`config.mk`:
```
export PLATFORM = sky130hd
export DESIGN_NAME = panel_pwr_seq
export DESIGN_NICKNAME = d
export VERILOG_FILES = /design/src/rtl/pps_pkg.sv /design/src/rtl/pps_tick_timer.sv /design/src/rtl/pps_hpd_sync.sv /design/src/rtl/panel_pwr_seq.sv
export SDC_FILE = /design/constraint.sdc
export NUM_CORES = 1
export LEC_CHECK = 0
export ABC_AREA = 0
export ABC_CLOCK_PERIOD_IN_PS = 9500
export BUFFER_PORTS_ARGS = -buffer_cell sky130_fd_sc_hd__buf_2
export CAP_MARGIN = 20
export CORE_MARGIN = 2
export CORE_UTILIZATION = 25
export CTS_CLUSTER_DIAMETER = 40
export DETAILED_ROUTE_END_ITERATION = 12
export PLACE_DENSITY_LB_ADDON = 0.08
export RECOVER_POWER = 100
export SLEW_MARGIN = 30
export SYNTH_ARGS = -nofsm -noshare
export SYNTH_HDL_FRONTEND = slang
export SYNTH_SLANG_ARGS = --single-unit
```
`constraint.sdc`:
```
create_clock -name clk_i -period 9.5 [get_ports clk_i]
set_input_delay 0.475 -clock clk_i [delete_from_list [all_inputs] [get_ports clk_i]]
set_output_delay 0.475 -clock clk_i [all_outputs]
set_load 0.05 [all_outputs]
```
`src/rtl/pps_pkg.sv`:
```
package pps_pkg;

    typedef enum logic [3:0] {
        ST_OFF, ST_SUP_ON, ST_HPD_WAIT, ST_TRAIN, ST_VID_GAP, ST_BL_ON,
        ST_PWM_ON, ST_ON, ST_DN_LED, ST_DN_PWM, ST_DN_BL, ST_DN_VID,
        ST_DN_LINK, ST_DN_SUP
    } pps_state_e;

    typedef struct packed {
        logic sup;
        logic train;
        logic vid;
        logic bl;
        logic pwm;
        logic led;
    } pps_rails_t;

    typedef struct packed {
        pps_state_e st;
        pps_rails_t rails;
        logic       err;
        logic       want;
        logic       req_prev;
        logic       ready;
        logic       busy;
    } pps_regs_t;

    // outputs that are on in each state
    function automatic pps_rails_t rails_of(pps_state_e s);
        pps_rails_t r;
        r = '0;
        unique case (s)
            ST_OFF, ST_DN_SUP:                 r = '0;
            ST_SUP_ON, ST_HPD_WAIT, ST_DN_LINK: r = 6'b100000;
            ST_TRAIN, ST_DN_VID:               r = 6'b110000;
            ST_VID_GAP, ST_DN_BL:              r = 6'b111000;
            ST_BL_ON, ST_DN_PWM:               r = 6'b111100;
            ST_PWM_ON, ST_DN_LED:              r = 6'b111110;
            ST_ON:                             r = 6'b111111;
            default:                           r = '0;
        endcase
        return r;
    endfunction

    // power-down entry that removes the highest output currently on
    function automatic pps_state_e down_entry(pps_rails_t r);
        if (r.led)        return ST_DN_LED;
        else if (r.pwm)   return ST_DN_PWM;
        else if (r.bl)    return ST_DN_BL;
        else if (r.vid)   return ST_DN_VID;
        else if (r.train) return ST_DN_LINK;
        else if (r.sup)   return ST_DN_SUP;
        else              return ST_OFF;
    endfunction

endpackage

```
`src/rtl/pps_tick_timer.sv`:
```
module pps_tick_timer #(
    parameter int W = 16
) (
    input  logic         clk_i,
    input  logic         rst_ni,
    input  logic         clear_i,
    input  logic         tick_i,
    input  logic [W-1:0] limit_i,
    output logic         done_o
);
    localparam logic [W-1:0] CNT_MAX = '1;

    logic [W-1:0] cnt_d, cnt_q;

    always_comb begin
        cnt_d = cnt_q;
        if (clear_i)
            cnt_d = '0;
        else if (tick_i && cnt_q != CNT_MAX)
            cnt_d = cnt_q + 1'b1;
    end

    always_ff @(posedge clk_i or negedge rst_ni) begin
        if (!rst_ni) cnt_q <= '0;
        else         cnt_q <= cnt_d;
    end

    assign done_o = (cnt_q >= limit_i);
endmodule

```
`src/rtl/pps_hpd_sync.sv`:
```
module pps_hpd_sync #(
    parameter int STAGES = 2
) (
    input  logic clk_i,
    input  logic rst_ni,
    input  logic hpd_i,
    output logic hpd_o
);
    logic [STAGES-1:0] sync_d, sync_q;

    generate
        if (STAGES == 1) begin : g_one
            assign sync_d = hpd_i;
        end else begin : g_many
            assign sync_d = {sync_q[STAGES-2:0], hpd_i};
        end
    endgenerate

    always_ff @(posedge clk_i or negedge rst_ni) begin
        if (!rst_ni) sync_q <= '0;
        else         sync_q <= sync_d;
    end

    assign hpd_o = sync_q[STAGES-1];
endmodule

```
`src/rtl/panel_pwr_seq.sv`:
```
module panel_pwr_seq
    import pps_pkg::*;
#(
    parameter int DLY_W      = 16,
    parameter int HPD_STAGES = 2
) (
    input  logic             clk_i,
    input  logic             rst_ni,
    input  logic             tick_i,
    input  logic             pwr_req_i,
    input  logic             hpd_i,
    input  logic             link_ok_i,
    input  logic             no_hpd_i,
    input  logic [DLY_W-1:0] t_hpd_rel_i,
    input  logic [DLY_W-1:0] t_hpd_abs_i,
    input  logic [DLY_W-1:0] t_vid_bl_i,
    input  logic [DLY_W-1:0] t_bl_pwm_i,
    input  logic [DLY_W-1:0] t_pwm_led_i,
    input  logic [DLY_W-1:0] t_dn_step_i,
    input  logic [DLY_W-1:0] t_off_min_i,
    output logic             panel_pwr_o,
    output logic             link_train_o,
    output logic             video_on_o,
    output logic             bl_pwr_o,
    output logic             pwm_en_o,
    output logic             led_en_o,
    output logic             ready_o,
    output logic             busy_o,
    output logic             timeout_o
);
    pps_regs_t        r_d, r_q;
    logic [DLY_W-1:0] step_lim;
    logic             step_done, abs_done, abs_clear, step_clear, hpd_q;
    logic             req_rise, timeout;
    pps_state_e       nxt;

    pps_hpd_sync #(.STAGES(HPD_STAGES)) u_hpd (
        .clk_i (clk_i), .rst_ni(rst_ni), .hpd_i(hpd_i), .hpd_o(hpd_q)
    );

    // per-step limit
    always_comb begin
        unique case (r_q.st)
            ST_SUP_ON:  step_lim = t_hpd_rel_i;
            ST_VID_GAP: step_lim = t_vid_bl_i;
            ST_BL_ON:   step_lim = t_bl_pwm_i;
            ST_PWM_ON:  step_lim = t_pwm_led_i;
            ST_DN_LED, ST_DN_PWM, ST_DN_BL, ST_DN_VID, ST_DN_LINK:
                        step_lim = t_dn_step_i;
            ST_DN_SUP:  step_lim = t_off_min_i;
            default:    step_lim = '0;
        endcase
    end

    assign step_clear = (nxt != r_q.st);
    assign abs_clear  = !(r_q.st == ST_SUP_ON || r_q.st == ST_HPD_WAIT);

    pps_tick_timer #(.W(DLY_W)) u_step_tmr (
        .clk_i(clk_i), .rst_ni(rst_ni), .clear_i(step_clear), .tick_i(tick_i),
        .limit_i(step_lim), .done_o(step_done)
    );

    // counts from supply-on, reliable window included
    pps_tick_timer #(.W(DLY_W)) u_abs_tmr (
        .clk_i(clk_i), .rst_ni(rst_ni), .clear_i(abs_clear), .tick_i(tick_i),
        .limit_i(t_hpd_abs_i), .done_o(abs_done)
    );

    assign req_rise = pwr_req_i && !r_q.req_prev;

    // next-state logic
    always_comb begin
        nxt     = r_q.st;
        timeout = 1'b0;
        unique case (r_q.st)
            ST_OFF:
                if (r_q.want) nxt = ST_SUP_ON;
            ST_SUP_ON:
                if (!r_q.want)     nxt = down_entry(r_q.rails);
                else if (step_done) nxt = ST_HPD_WAIT;
            ST_HPD_WAIT:
                if (!r_q.want) nxt = down_entry(r_q.rails);
                else if (no_hpd_i) begin
                    if (abs_done) nxt = ST_TRAIN;
                end else if (hpd_q) nxt = ST_TRAIN;
                else if (abs_done) begin
                    timeout = 1'b1;
                    nxt     = down_entry(r_q.rails);
                end
            ST_TRAIN:
                if (!r_q.want)      nxt = down_entry(r_q.rails);
                else if (link_ok_i) nxt = ST_VID_GAP;
            ST_VID_GAP:
                if (!r_q.want)      nxt = down_entry(r_q.rails);
                else if (step_done) nxt = ST_BL_ON;
            ST_BL_ON:
                if (!r_q.want)      nxt = down_entry(r_q.rails);
                else if (step_done) nxt = ST_PWM_ON;
            ST_PWM_ON:
                if (!r_q.want)      nxt = down_entry(r_q.rails);
                else if (step_done) nxt = ST_ON;
            ST_ON:
                if (!r_q.want) nxt = ST_DN_LED;
            ST_DN_LED:  if (step_done) nxt = ST_DN_PWM;
            ST_DN_PWM:  if (step_done) nxt = ST_DN_BL;
            ST_DN_BL:   if (step_done) nxt = ST_DN_VID;
            ST_DN_VID:  if (step_done) nxt = ST_DN_LINK;
            ST_DN_LINK: if (step_done) nxt = ST_DN_SUP;
            ST_DN_SUP:  if (step_done) nxt = ST_OFF;
            default:    nxt = ST_OFF;
        endcase
    end

    // register next values
    always_comb begin
        r_d          = r_q;
        r_d.req_prev = pwr_req_i;
        if (req_rise) begin
            r_d.want = 1'b1;
            r_d.err  = 1'b0;
        end
        if (!pwr_req_i) r_d.want = 1'b0;
        if (timeout) begin
            r_d.err  = 1'b1;
            r_d.want = 1'b0;
        end
        r_d.st    = nxt;
        r_d.rails = rails_of(nxt);
        r_d.ready = (nxt == ST_ON);
        r_d.busy  = (nxt != ST_ON) && (nxt != ST_OFF);
    end

    always_ff @(posedge clk_i or negedge rst_ni) begin
        if (!rst_ni) begin
            r_q    <= '0;
            r_q.st <= ST_OFF;
        end else begin
            r_q <= r_d;
        end
    end

    assign panel_pwr_o  = r_q.rails.sup;
    assign link_train_o = r_q.rails.train;
    assign video_on_o   = r_q.rails.vid;
    assign bl_pwr_o     = r_q.rails.bl;
    assign pwm_en_o     = r_q.rails.pwm;
    assign led_en_o     = r_q.rails.led;
    assign ready_o      = r_q.ready;
    assign busy_o       = r_q.busy;
    assign timeout_o    = r_q.err;
endmodule

```
==> summary.txt <==
Global route
  • Initial antenna violation count: 0
  • Vias in the first global route: 4127
  • Largest net degree at the start of global routing: 50
  • All-layer global routing usage: 16.6%
  • First-pass GRT wire length: 22900 um
  • Overflow after GRT: 0

Run
  • Max-Cap Viols: 2

Drt
  • Final wirelength: 14700 um
  • Vias: 4154
  • DR pass1 iterations: 6
  • Iter 0 DRT Violations: 314
  • Drt wl/cell: 18.3 um
  • Post-DRT Antenna Nets: 0
  • # DRC: 0
  • Vias/cell: 5.17

Floorplanning
  • Horiz. Die Dim: 134 um
  • Initial Util: 25.5%
  • Die H: 134 um
  • Cell row count: 47
  • Die footprint: 18000 um2
  • CORE AREA: 16600 um2
  • Top-level port count: 128

Worst setup path
  • Critical Path RT: 9.64 ns
  • FF-to-FF Start: r_q[11]
  • Crit path kind: register to register
  • R2r endpoint: u_step_tmr.cnt_q[13]
  • Slowest cell delay on critical path: 1.22 ns
  • Crit-path max FO: 16
  • Startpoint Class: register
  • CP Cell Sequence: or2b_1 > nor3_1 > a222oi_1 > and2_0 > ha_1 > o21a_1 > o211ai_1 > a2111o_1 > o21ai_0 > nor3_1 > a211oi_1 > xnor2_2 > clkbuf_1 > nor4_1
  • Critical path startpoint: r_q[11]
  • R2R cell count: 14
  • Critical Path End Type: register
  • Critical path endpoint: u_step_tmr.cnt_q[13]
  • Most used cell along the critical path: nor3_1
  • Slowest-stage cell, CP: nor3_1
  • Crit path DAT: 6.86 ns
  • R2R setup slack: 2.78 ns

Min path
  • Hold Path Stages: 1
  • Hold WC Path Type: input pin to register

Power and ir drop
  • Leak: 0.00233 uW
  • Peak VDD IR: 0.0835 mV
  • Pwr Density: 187 nW/um2
  • Post-layout power: 961 uW

Timing
  • Final setup fails: 0
  • RSZ-0062 raised after global routing: no
  • Final Max Slew Viols: 63
  • Slew margin rel.: -89.9%
  • Setup TNS Final: 0 ns
  • Final Worst Setup Slack: 2.78 ns
  • Final Hold Fails: 0
  • Slew @ Worst Pin: 2.85 ns
  • Final Cycle Share: 70.8%
  • Final Skew: 0.00488 ns
  • Final hold slack: 0.269 ns
  • Min Clock Period, post-route: 6.72 ns
  • Fmax: 0.149 GHz

Yosys
  • Distinct cell type count after synthesis: 69
  • Sequential area share after synthesis: 28.9%
  • Synth Warn #: 0
  • Synthesis-stage register bit count: 49
  • Ys flop type: dfrtp_1
  • Syn Inst Count: 466
  • Mapped Nets: 619
  • Post-synth EDFFs: 0
  • Post-synth ARST share: 100%
  • Syn avg cell area: 9.09 um2
  • Mapped cell area: 4240 um2

Clock tree
  • Worst skew pair latency: 0.31 ns
  • Setup bufs post-CTS: 0
  • Worst-path clk slew: 0.07 ns
  • CTS Buf Count: 5
  • CTS tree: done
  • Post-CTS Hold Buffers: 0
  • Clock root buffer: clkbuf_16
  • CTS Sinks: 49
  • Clock H-tree levels: 2
  • CTS max path bufs: 2
  • Post-CTS sizing: 0

Placed design
  • GP Congestion: 0.884
  • I/O Buffers: 127
  • DPL Wire Length: 11700 um
  • Worst slack, placed: 4.38 ns
  • Placed cells: 796

Layout
  • Diode count: 0
  • Area Overhead vs Synth: 21.1%
  • Final cell count without fillers: 804
  • Share of layout cells above drive strength 1: 25.7%
  • Nets@finish: 736

Run status
  • Status: complete, but fails checks
  • Failing checks: max-capacitance violations, max-slew violations
-- how the worst min path moves through the flow --
stage | end | from
floorplan | bl_pwr_o | rst_ni
global placement | u_hpd.sync_q[1] | u_hpd.sync_q[0]
detailed placement | u_hpd.sync_q[1] | u_hpd.sync_q[0]
CTS | u_hpd.sync_q[0] | hpd_i
global route | u_hpd.sync_q[0] | hpd_i
finish | u_hpd.sync_q[0] | hpd_i
-- sequential cells by signal, indices dropped and copies added, names as in the netlist, 2 cells and up --
signal,count
r_q,6
u_abs_tmr.cnt_q,16
u_step_tmr.cnt_q,16
u_hpd.sync_q,2
-- cell type report --
class                      count  area [um2]
clock buffer                   5         125
clock inverter                 3        26.3
fill                        1817       11500
inverter                      27         101
multi-input combinational    369        2730
sequential                    49        1230
tap                          220         275
timing repair buffer         131         646
-- through the flow --
step	instance area (um2)	util (%)
2_1_floorplan	4240	-
3_3_place_gp	5040	30.4
3_5_place_dp	5060	30.5
4_1_cts	5210	31.4
5_1_grt	5130	30.9
6_report	5130	30.9
-- logic make-up (layout without fill, tap and decap cells) --
logic type,count (synthesis),count (layout),synth area share [%]
AND/OR/NAND/NOR,180,180,23.1
AO/OA/AOI/OAI,111,111,22.0
flip-flops,49,49,28.9
buffers and inverters,48,166,5.76
adder cells (fa/ha/maj),34,34,10.0
XOR/XNOR,31,31,7.03
multiplexers,13,13,3.16
-- layer usage --
metal	up-vias	GRT usage (%)	wire length [um]
met5	-	0	0
met4	0	8.01	539
met3	24	2.31	672
met2	122	26.4	6960
met1	2012	22.1	6560
li1	1996	-	-
-- power by group --
| group | internal, uW | switching (uW) |
|---|---|---|
| clock network | 99.7 | 90.0 |
| registers | 229 | 36.5 |
| logic | 172 | 334 |
| total | 500 | 461 |
-- Yosys cell counts, drive strengths merged, types with 2 or more instances --
library cell	number	area share [%]
dfrtp	49	29
nor2	46	4.1
nand2	35	3.1
ha	34	10
a222oi	27	6.4
inv	27	2.4
a21oi	23	2.7
nand3	20	2.4
xor2	18	3.7
nor4	17	4.4
nor3	15	1.8
xnor2	13	3.3
and2	12	1.8
o21ai	12	1.7
clkbuf	11	1.4
buf	10	1.9
mux2i	10	2.4
nand4	10	1.5
and3	8	1.3
o21a	7	1.3
o31ai	6	1.2
a211oi	5	1.3
nand2b	5	0.74
o21bai	4	0.71
a21o	3	0.53
and2b	3	0.53
mux2	3	0.80
nor2b	3	0.44
a221oi	2	0.97
a22oi	2	0.35
a41o	2	0.47
a41oi	2	0.41
and4	2	0.41
o211ai	2	0.47
o41ai	2	1.0
-- critical path, delay by kind of cell, from the launching register on --
family                     cells  cell delay [ns]
AOI/OAI and AO/OA              6             2.38
DFF                            1             0.64
adders and majority gates      1             0.29
buffers and inverters          1             0.84
xor gates and xnor gates       1             0.18
and+or+nand+nor                5             2.21
-- placed cells by master, fill, tap and decap left out, drive strengths merged, types with 6 or more instances in the layout --
master,count
buf,119
dfrtp,49
nor2,46
nand2,35
ha,34
inv,28
a222oi,27
a21oi,23
nand3,20
xor2,18
nor4,17
clkbuf,17
nor3,15
xnor2,13
o21ai,12
and2,12
mux2i,10
nand4,10
and3,8
o21a,7
o31ai,6
(Power assumes the default switching activity.)
